`src/rtl/ddr_refresh_monitor.sv`:
```
module ddr_refresh_monitor #(
  parameter int NREF   = 8,
  parameter int TREFI  = 3120,
  parameter int TRFC   = 52,
  parameter int CW     = 12,
  parameter int NBANKS = 8,
  parameter int BAW    = 3
) (
  input  logic           clk,
  input  logic           rst,
  input  logic           cke,
  input  logic [2:0]     cmd,
  input  logic [BAW-1:0] bank,
  output logic [5:0]     err,
  output logic           startup_done,
  output logic [CW-1:0]  since_ref
);
  localparam int RW = $clog2(NREF + 1);
  localparam logic [RW-1:0] FULL = RW'(NREF);
  localparam logic [CW:0] REFI_LIM = (CW+1)'(TREFI - 1);
  localparam logic [CW:0] RFC_LIM  = (CW+1)'(TRFC - 1);
  localparam logic [BAW:0] NB = (BAW+1)'(NBANKS);

  localparam logic [2:0] C_NOP = 3'd0, C_ACT = 3'd1, C_RD = 3'd2, C_WR = 3'd3,
                         C_PRE = 3'd4, C_REF = 3'd5, C_MRS = 3'd6, C_ZQ = 3'd7;

  logic [RW-1:0] issued;
  logic [CW-1:0] since = '0;
  logic [5:0]    err_q;
  logic [5:0]    hit;

  wire full   = (issued == FULL);
  wire live   = !rst && cke;
  wire is_ref = (cmd == C_REF);
  wire oper   = live && full && !is_ref;
  wire strt   = live && !full && !is_ref;
  wire banked = (cmd == C_ACT) || (cmd == C_RD) || (cmd == C_WR) || (cmd == C_PRE);
  wire [CW-1:0] since_inc = (&since) ? since : since + 1'b1;

  always_comb begin
    hit    = '0;
    hit[0] = !rst && !cke;
    hit[1] = strt && (cmd != C_NOP);
    hit[2] = oper && ({1'b0, since} >= REFI_LIM);
    hit[3] = oper && (cmd == C_ACT) && ({1'b0, since} < RFC_LIM);
    hit[4] = oper && ((cmd == C_MRS) || (cmd == C_ZQ));
    hit[5] = oper && banked && ({1'b0, bank} >= NB);
  end

  always_ff @(posedge clk) begin
    since <= (live && is_ref) ? '0 : since_inc;
    if (rst) begin
      issued <= FULL;
      err_q  <= '0;
    end else begin
      err_q <= err_q | hit;
      if (live && is_ref) issued <= full ? RW'(1) : issued + 1'b1;
    end
  end

  assign err          = err_q;
  assign startup_done = full;
  assign since_ref    = since;
endmodule

```
`config.mk`:
```
export PLATFORM = sky130hd
export DESIGN_NAME = ddr_refresh_monitor
export DESIGN_NICKNAME = d
export VERILOG_FILES = /design/src/rtl/ddr_refresh_monitor.sv
export SDC_FILE = /design/constraint.sdc
export NUM_CORES = 1
export LEC_CHECK = 0
export BUFFER_PORTS_ARGS = -buffer_cell sky130_fd_sc_hd__buf_2
export CAP_MARGIN = 20
export CORE_ASPECT_RATIO = 1.25
export CORE_MARGIN = 2
export CORE_UTILIZATION = 54
export DETAILED_ROUTE_END_ITERATION = 16
export PLACE_DENSITY = 0.78
export SYNTH_ARGS = -nofsm -noshare
export SYNTH_HDL_FRONTEND = slang
export SYNTH_SLANG_ARGS = --single-unit
export TNS_END_PERCENT = 100
```
`constraint.sdc`:
```
create_clock -name clk -period 4.69 [get_ports clk]
set_input_delay 0.469 -clock clk [delete_from_list [all_inputs] [get_ports clk]]
set_output_delay 0.469 -clock clk [all_outputs]
set_load 0.03 [all_outputs]
```
Yosys cells after proc, flatten, opt, wreduce, memory -nomap -nowiden
Index checks and enable logic that the tools add are counted.
W data, S select, Z words.
- logic and storage cells: 33
- memory bits (read-only): 0
- memories: 0
- RAM bits: 0
- output and inout bits: 19
- input bits: 9
- register bits: 22
- bits in latches: 0
- bitwise operators: 1
- shift operators: 0
- mux-type cells: 1
- add/sub/neg operators: 2
- reduce and logical (&&, ||, !) cells: 19
- multipliers: 0
- order comparisons: 2
- divide/modulo/power cells: 0
- equality and inequality tests: 5
- operators with widths (kind ; count):
    $add A12 B1 Y12 const B ; 1
    $ge A12 B12 Y1 const B ; 1
    $logic_and A1 B1 Y1 ; 12
    $lt A12 B6 Y1 const B ; 1
    $reduce_and A12 Y1 ; 1
    $eq A3 B3 Y1 const B ; 3
    $or A6 B5 Y6 ; 1
    $add A4 B1 Y4 const B ; 1
    $eq A4 B4 Y1 const B ; 1
    $logic_not A1 Y1 ; 4
    $mux W4 ; 1
    $eq A3 B1 Y1 const B ; 1
    $reduce_bool A3 Y1 ; 1
    $logic_or A1 B1 Y1 ; 1

Longest topological paths before layout
Gate-level depths: netlist of run 1.
- depth after elaboration: 7
- gate-level depth with buffers: 7
- mapped depth without buffers: 7

Least setup slack after synthesis of run 1
OpenSTA, ideal clock, no wires.
- path type: flip-flop to flip-flop
- start: reg since[0], in the netlist since_ref[0]
- end: reg since[2], in the netlist since_ref[2]
- setup slack: 2.679 ns
- cell stages (with the launch flop): 7
- arrival: 1.938 ns
- path buffers: 1
- library setup time: 0.073 ns
- data required time: 4.617 ns
- period minus slack after synthesis: 2.011 ns
- cell sequence: dfxtp_1 > ha_1 > nand3_2 > or4b_1 > buf_2 > and3_4 > nor3_2
- longest elaborated chain between the ends: 1
- elaborated cells between the ends (all ways): 2
- classes of those cells: add/sub: 1; reduce/logical: 1
- RTL lines (element ; RTL line ; text):
    start: declaration ; 28 ; logic [CW-1:0] since = '0;
    start signal: assignment ; 51 ; since <= (live && is_ref) ? '0 : since_inc;
    $add A12 B1 Y12 or $reduce_and A12 Y1 (tied branches) ; 38 ; wire [CW-1:0] since_inc = (&since) ? since : since + 1'b1;
Several ways; a longest one is shown, not always the timed one.
A chain may end at the register's enable or synchronous reset.

Worst setup path after layout of run 1
Same ends and word-level chain as after synthesis.

==> results.toml, run 1 <==
[detailed_routing]
avgViaCountPerCell = 5.96
wl_per_cell_um = 13.2
ant_nets = 0
vias = 978
routed_wl_um = 2170
post-route-drc-count = 0
firstDrtPassIters = 4
first_iter_violations = 10

[timing]
fin_crit_sh = 0.429
rsz0062_at_grt = "no"
final_hold_viol_count = 0
setup_viol = 0
fin_skew_ns = 0.00864
tns_ns = 0
fmax_mhz = 497
hold_slack_ns = 0.368
min_period_ns = 2.01
slew_violations = 0

[critical_path]
path_buf_inv = 0
critPathRequiredTime_ns = 4.92
r2r-end = "since_ref[2]"
path_depth = 5
crit_chain = "ha_1, nand3_2, or4b_1, and3_4, nor3_2"
rrSetupSlack_ns = 2.68
crit_start = "since_ref[0]"
timing.rr.start = "since_ref[0]"
r2r_cells = 5
crit_path_top_delay_cell = "or4b_1"
critPathMaxStageDelay_ns = 0.71
crit_path_start_kind = "flop"
worstPathArrival_ns = 2.24
cp-endpoint = "since_ref[2]"
cp-end-kind = "flop"
crit_family = "simple AND/OR/NAND/NOR gates"
path_max_fanout = 7
crit_type = "reg -> reg"

[clocking]
path_clk_slew_ns = 0.11
cts_sinks = 21
htreeDepth = 1
cts_setup_buffers = 0
clkLatencyLatePin_ns = 0.30
cts_made_buffers = 3
cts_tree = "built"
hold_buffers = 0
clockBufferDepth = 2
cts.repair.resized = 0
clockRootBuffer = "clkbuf_4"

[floorplanning]
die_x_um = 43.2
coreArea_mm2 = 0.00179
core.rowCount = 17
ios = 28
fp.dieH_um = 53.1
initial_core_util = 0.582
dieArea_mm2 = 0.00229

[final_layout]
n_antenna_cell = 0
drive_above_1_share = 0.214
areaGrowthSynthToFinish_pct = 13.6
nets = 158

[synthesis]
ys_warn_count = 0
syn_area_mm2 = 0.00104
postSynthCellCount = 123
synth_xor_area_frac = 0.0421
synth_top_family_by_area = "simple AND/OR/NAND/NOR gates"
synth.avg_cell_area_um2 = 8.45
yosys.area_share.simple = 0.300
ys_seq_elements = 21
synth-compound-area-share = 0.156
synth_adder_area_share = 0.0361
muxShareOfSynthArea = 0.00963
ys_seq_area_frac = 0.404
ys_types = 39
syn-num-nets = 135

[min_path]
hp-class = "in -> reg"

[global_route]
antenna_found_initial = 0
grt_max_degree = 12
grt_pass1_wl_um = 3770
grt-ovfl-total = 0
grt_usage = 0.217
grt_pass1_vias = 922

[power_and_ir_drop]
p_leak_nw = 0.510
switching_power_mw = 0.272
ir_drop_uv = 328
p_clk_frac = 0.141
internal_power_mw = 0.336
p_sw_frac = 0.448
share_comb_of_total_power = 0.387
seq_power_share = 0.472
power-per-cell-area_mw_per_mm2 = 514

[run_status]
status = "finished clean"

[job]
cap_violations = 0

[place]
routabilityCongestion = 0.824
hpwl_um = 1620
place.port_buffers = 23
[synth_stat cells (all sizes together)]
cell type / number / area (um^2)
dfxtp: 21 / 420
nand2: 12 / 45.0
a21oi: 11 / 55.1
nor2: 9 / 33.8
inv: 7 / 26.3
o21ai: 7 / 35.0
nand3: 6 / 35.0
and3: 5 / 36.3
nor3: 4 / 25.0
and2: 3 / 18.8
clkbuf: 3 / 11.3
ha: 3 / 37.5
or3: 3 / 18.8
xor2: 3 / 26.3
a31oi: 2 / 12.5
and4: 2 / 20.0
and4b: 2 / 20.0
buf: 2 / 12.5
nand4: 2 / 12.5
o211ai: 2 / 15.0
xnor2: 2 / 17.5
a311oi: 1 / 8.76
a32o: 1 / 10.0
a41oi: 1 / 8.76
conb: 1 / 3.75
mux2i: 1 / 10.0
nand3b: 1 / 7.51
nor4: 1 / 6.26
nor4b: 1 / 15.0
o21bai: 1 / 7.51
o311a: 1 / 10.0
or4: 1 / 7.51
or4b: 1 / 10.0
[metal layers]
| metal | up-vias | routed length [um] | global-route usage |
|---|---|---|---|
| met4 | 0 | 30 | 0.0909 |
| li1 | 484 | - | - |
| met5 | - | 0 | 0 |
| met2 | 29 | 1070 | 0.376 |
| met1 | 461 | 964 | 0.266 |
| met3 | 4 | 99 | 0.0307 |
[sequential cells by signal, indices dropped and copies added (netlist names)]
name and cells:
since_ref 12, err 5, issued 4
[logic make-up after synthesis]
logic type | Yosys count
muxes | 1
and+or+nand+nor | 53
other | 1
DFF | 21
AOI/OAI and AO/OA | 27
xor gates and xnor gates | 5
buffers and inverters | 12
adders and majority gates | 3
[cell usage in the layout (no fill, tap or decap), types with 2 or more instances in the layout]
cell	n
a21oi_1	11
a31oi_1	2
and2_1	3
and3_1	4
and4b_1	2
buf_2	23
clkbuf_4	3
dfxtp_1	21
ha_1	3
inv_1	7
nand2_1	12
nand3_1	5
nand4_1	2
nor2_1	9
nor3_1	3
o211ai_1	2
o21ai_0	5
o21ai_1	2
or3_1	3
xnor2_1	2
xor2_1	3
[power groups by stage]
| stage | registers [mW] | logic, mW | clock network [mW] |
|---|---|---|---|
| 2_1_floorplan | 0.358 | 0.0951 | 0 |
| 3_3_place_gp | 0.286 | 0.230 | 0 |
| 3_5_place_dp | 0.289 | 0.236 | 0 |
| 4_1_cts | 0.284 | 0.236 | 0.0879 |
| 5_1_grt | 0.296 | 0.257 | 0.0952 |
| 6_report | 0.287 | 0.235 | 0.0858 |
[worst min path at each step]
stage | from | endpoint | slack [ns] | depth (start not counted)
after floorplan | issued[2] | issued[2] | 0.45 | 2
after global placement | err[1] | err[1] | 0.43 | 2
after detailed placement | err[0] | err[0] | 0.44 | 2
after CTS | cke | err[0] | 0.37 | 2
after global routing | cke | err[0] | 0.37 | 2
final | cke | err[0] | 0.37 | 2
[stage by stage]
step           power (mW)  instances  utilization  setup WS [ns]  area, um^2
2_1_floorplan       0.453        123            -           2.68        1040
3_3_place_gp        0.516        160        0.646           2.77        1150
3_5_place_dp        0.525        160        0.646           2.70        1150
4_1_cts             0.609        164        0.661           2.68        1180
5_1_grt             0.647        164        0.661           2.58        1180
6_report            0.608        164        0.661           2.68        1180
[area by class of cell]
type | count | area [um^2]
inverter | 7 | 26.3
tap | 19 | 23.8
multi-input combinational | 90 | 569
sequential | 21 | 420
fill | 175 | 606
timing repair buffer | 23 | 115
clock buffer | 4 | 26.3
No activity file was read; power rests on OpenSTA's default activity.
==> run 2, diff against run 1 <==
--- a/config.mk
+++ b/config.mk
@@ -9,9 +9,9 @@
 export CAP_MARGIN = 20
 export CORE_ASPECT_RATIO = 1.25
 export CORE_MARGIN = 2
-export CORE_UTILIZATION = 54
+export CORE_UTILIZATION = 45
 export DETAILED_ROUTE_END_ITERATION = 16
-export PLACE_DENSITY = 0.78
+export PLACE_DENSITY = 0.69
 export SYNTH_ARGS = -nofsm -noshare
 export SYNTH_HDL_FRONTEND = slang
 export SYNTH_SLANG_ARGS = --single-unit
==> constraint.sdc (replaced) <==
create_clock -name clk -period 1.8 [get_ports clk]
set_input_delay 0.18 -clock clk [delete_from_list [all_inputs] [get_ports clk]]
set_output_delay 0.18 -clock clk [all_outputs]
set_load 0.03 [all_outputs]
==> results.toml, run 2 (synthesis results as in run 1) <==
[run_status]
status = "finished clean"

[floorplanning]
dieArea_mm2 = 0.00271
core.rowCount = 19
die_x_um = 47.0
coreArea_mm2 = 0.00219
fp.dieH_um = 57.7
ios = 28
initial_core_util = 0.475

[detailed_routing]
avgViaCountPerCell = 5.34
ant_nets = 0
first_iter_violations = 19
routed_wl_um = 2290
firstDrtPassIters = 4
post-route-drc-count = 0
vias = 966
wl_per_cell_um = 12.7

[critical_path]
critPathRequiredTime_ns = 2.02
rrSetupSlack_ns = 0.13
worstPathArrival_ns = 1.89
crit_path_start_kind = "flop"
path_max_fanout = 5
cp-end-kind = "flop"
crit_type = "reg -> reg"

[power_and_ir_drop]
ir_drop_uv = 841
p_leak_nw = 0.551
power-per-cell-area_mw_per_mm2 = 1310
finalPower_mw = 1.65

[clocking]
clockRootBuffer = "clkbuf_4"
path_clk_slew_ns = 0.11
clkLatencyLatePin_ns = 0.29
clockBufferDepth = 2
cts_sinks = 21
cts_tree = "built"
cts_made_buffers = 3
htreeDepth = 1

[global_route]
grt_usage = 0.193
grt-ovfl-total = 0
grt_pass1_wl_um = 3880
antenna_found_initial = 0
grt_max_degree = 12
grt_pass1_vias = 922

[place]
hpwl_um = 1790
placedCellCount = 177
dpl_cell_area_mm2 = 0.00122
routabilityCongestion = 0.799
pre_cts_ws_ns = 0.0711
place.port_buffers = 23

[final_layout]
n_antenna_cell = 0
largest_reg_flops = 12
fin_cells = 181
final_common_cell = "buf_2"
drive_above_1_share = 0.287
areaGrowthSynthToFinish_pct = 21.2
nets = 163
mostFrequentLayoutCells = "buf_2 (23), dfxtp_1 (16), nand2_1 (12)"
utilization = 0.576
fin_area_mm2 = 0.00126

[job]
cap_violations = 0

[timing]
hold_slack_ns = 0.0912
setup_viol = 0
fin_crit_sh = 0.927
tns_ns = 0
rsz0062_at_grt = "no"
min_period_ns = 1.67
worst_slack_ns = 0.132
fin_skew_ns = 0.00663
fmax_mhz = 599
final_hold_viol_count = 0
slew_violations = 0

[min_path]
hp-class = "in -> reg"
run 2: layer usage:
| metal | part of all wire | wire, um | up-vias | global-route usage |
|---|---|---|---|---|
| met3 | 0.037 | 84 | 2 | 0.0405 |
| met1 | 0.44 | 1020 | 445 | 0.239 |
| met2 | 0.51 | 1170 | 26 | 0.323 |
| li1 | - | - | 493 | - |
| met4 | 0.0070 | 16 | 0 | 0.0635 |
| met5 | 0 | 0 | - | 0 |
run 2: cell type report:
cell class,instances,area (um^2)
Clock buffer,4,26.3
Fill cell,213,927
Inverter,7,26.3
Multi-Input combinational cell,90,584
Sequential cell,21,432
Tap cell,31,38.8
Timing Repair Buffer,28,153
run 2: power by group:
group / leakage (nW) / switching [mW] / internal, mW / total (mW)
Combinational: 0.362 / 0.445 / 0.251 / 0.696
Clock: 0.0150 / 0.133 / 0.0860 / 0.219
Sequential: 0.175 / 0.141 / 0.593 / 0.734
run 2: worst paths after layout:
path | from | to | depth (start not counted)
worst max-delay path | since_ref[0] | since_ref[2] | 5
worst max register to register | since_ref[0] | since_ref[2] | 5
worst min register to register | err[1] | err[1] | 2
worst min-delay path | cke | err[0] | 2
run 2: worst max-delay path, cell delays in order, from the launching register on:
cell	delay, ns
dfxtp_4	0.38
ha_2	0.22
nand3_2	0.09
or4b_4	0.57
and3_4	0.21
nor3_2	0.14
run 2: repair_timing:
| item | CTS | global route |
|---|---|---|
| hold buffers | 0 | 0 |
| gates resized for setup | 0 | 2 |
| buffers inserted | 0 | 0 |
| setup endpoints to repair | 0 | 5 |
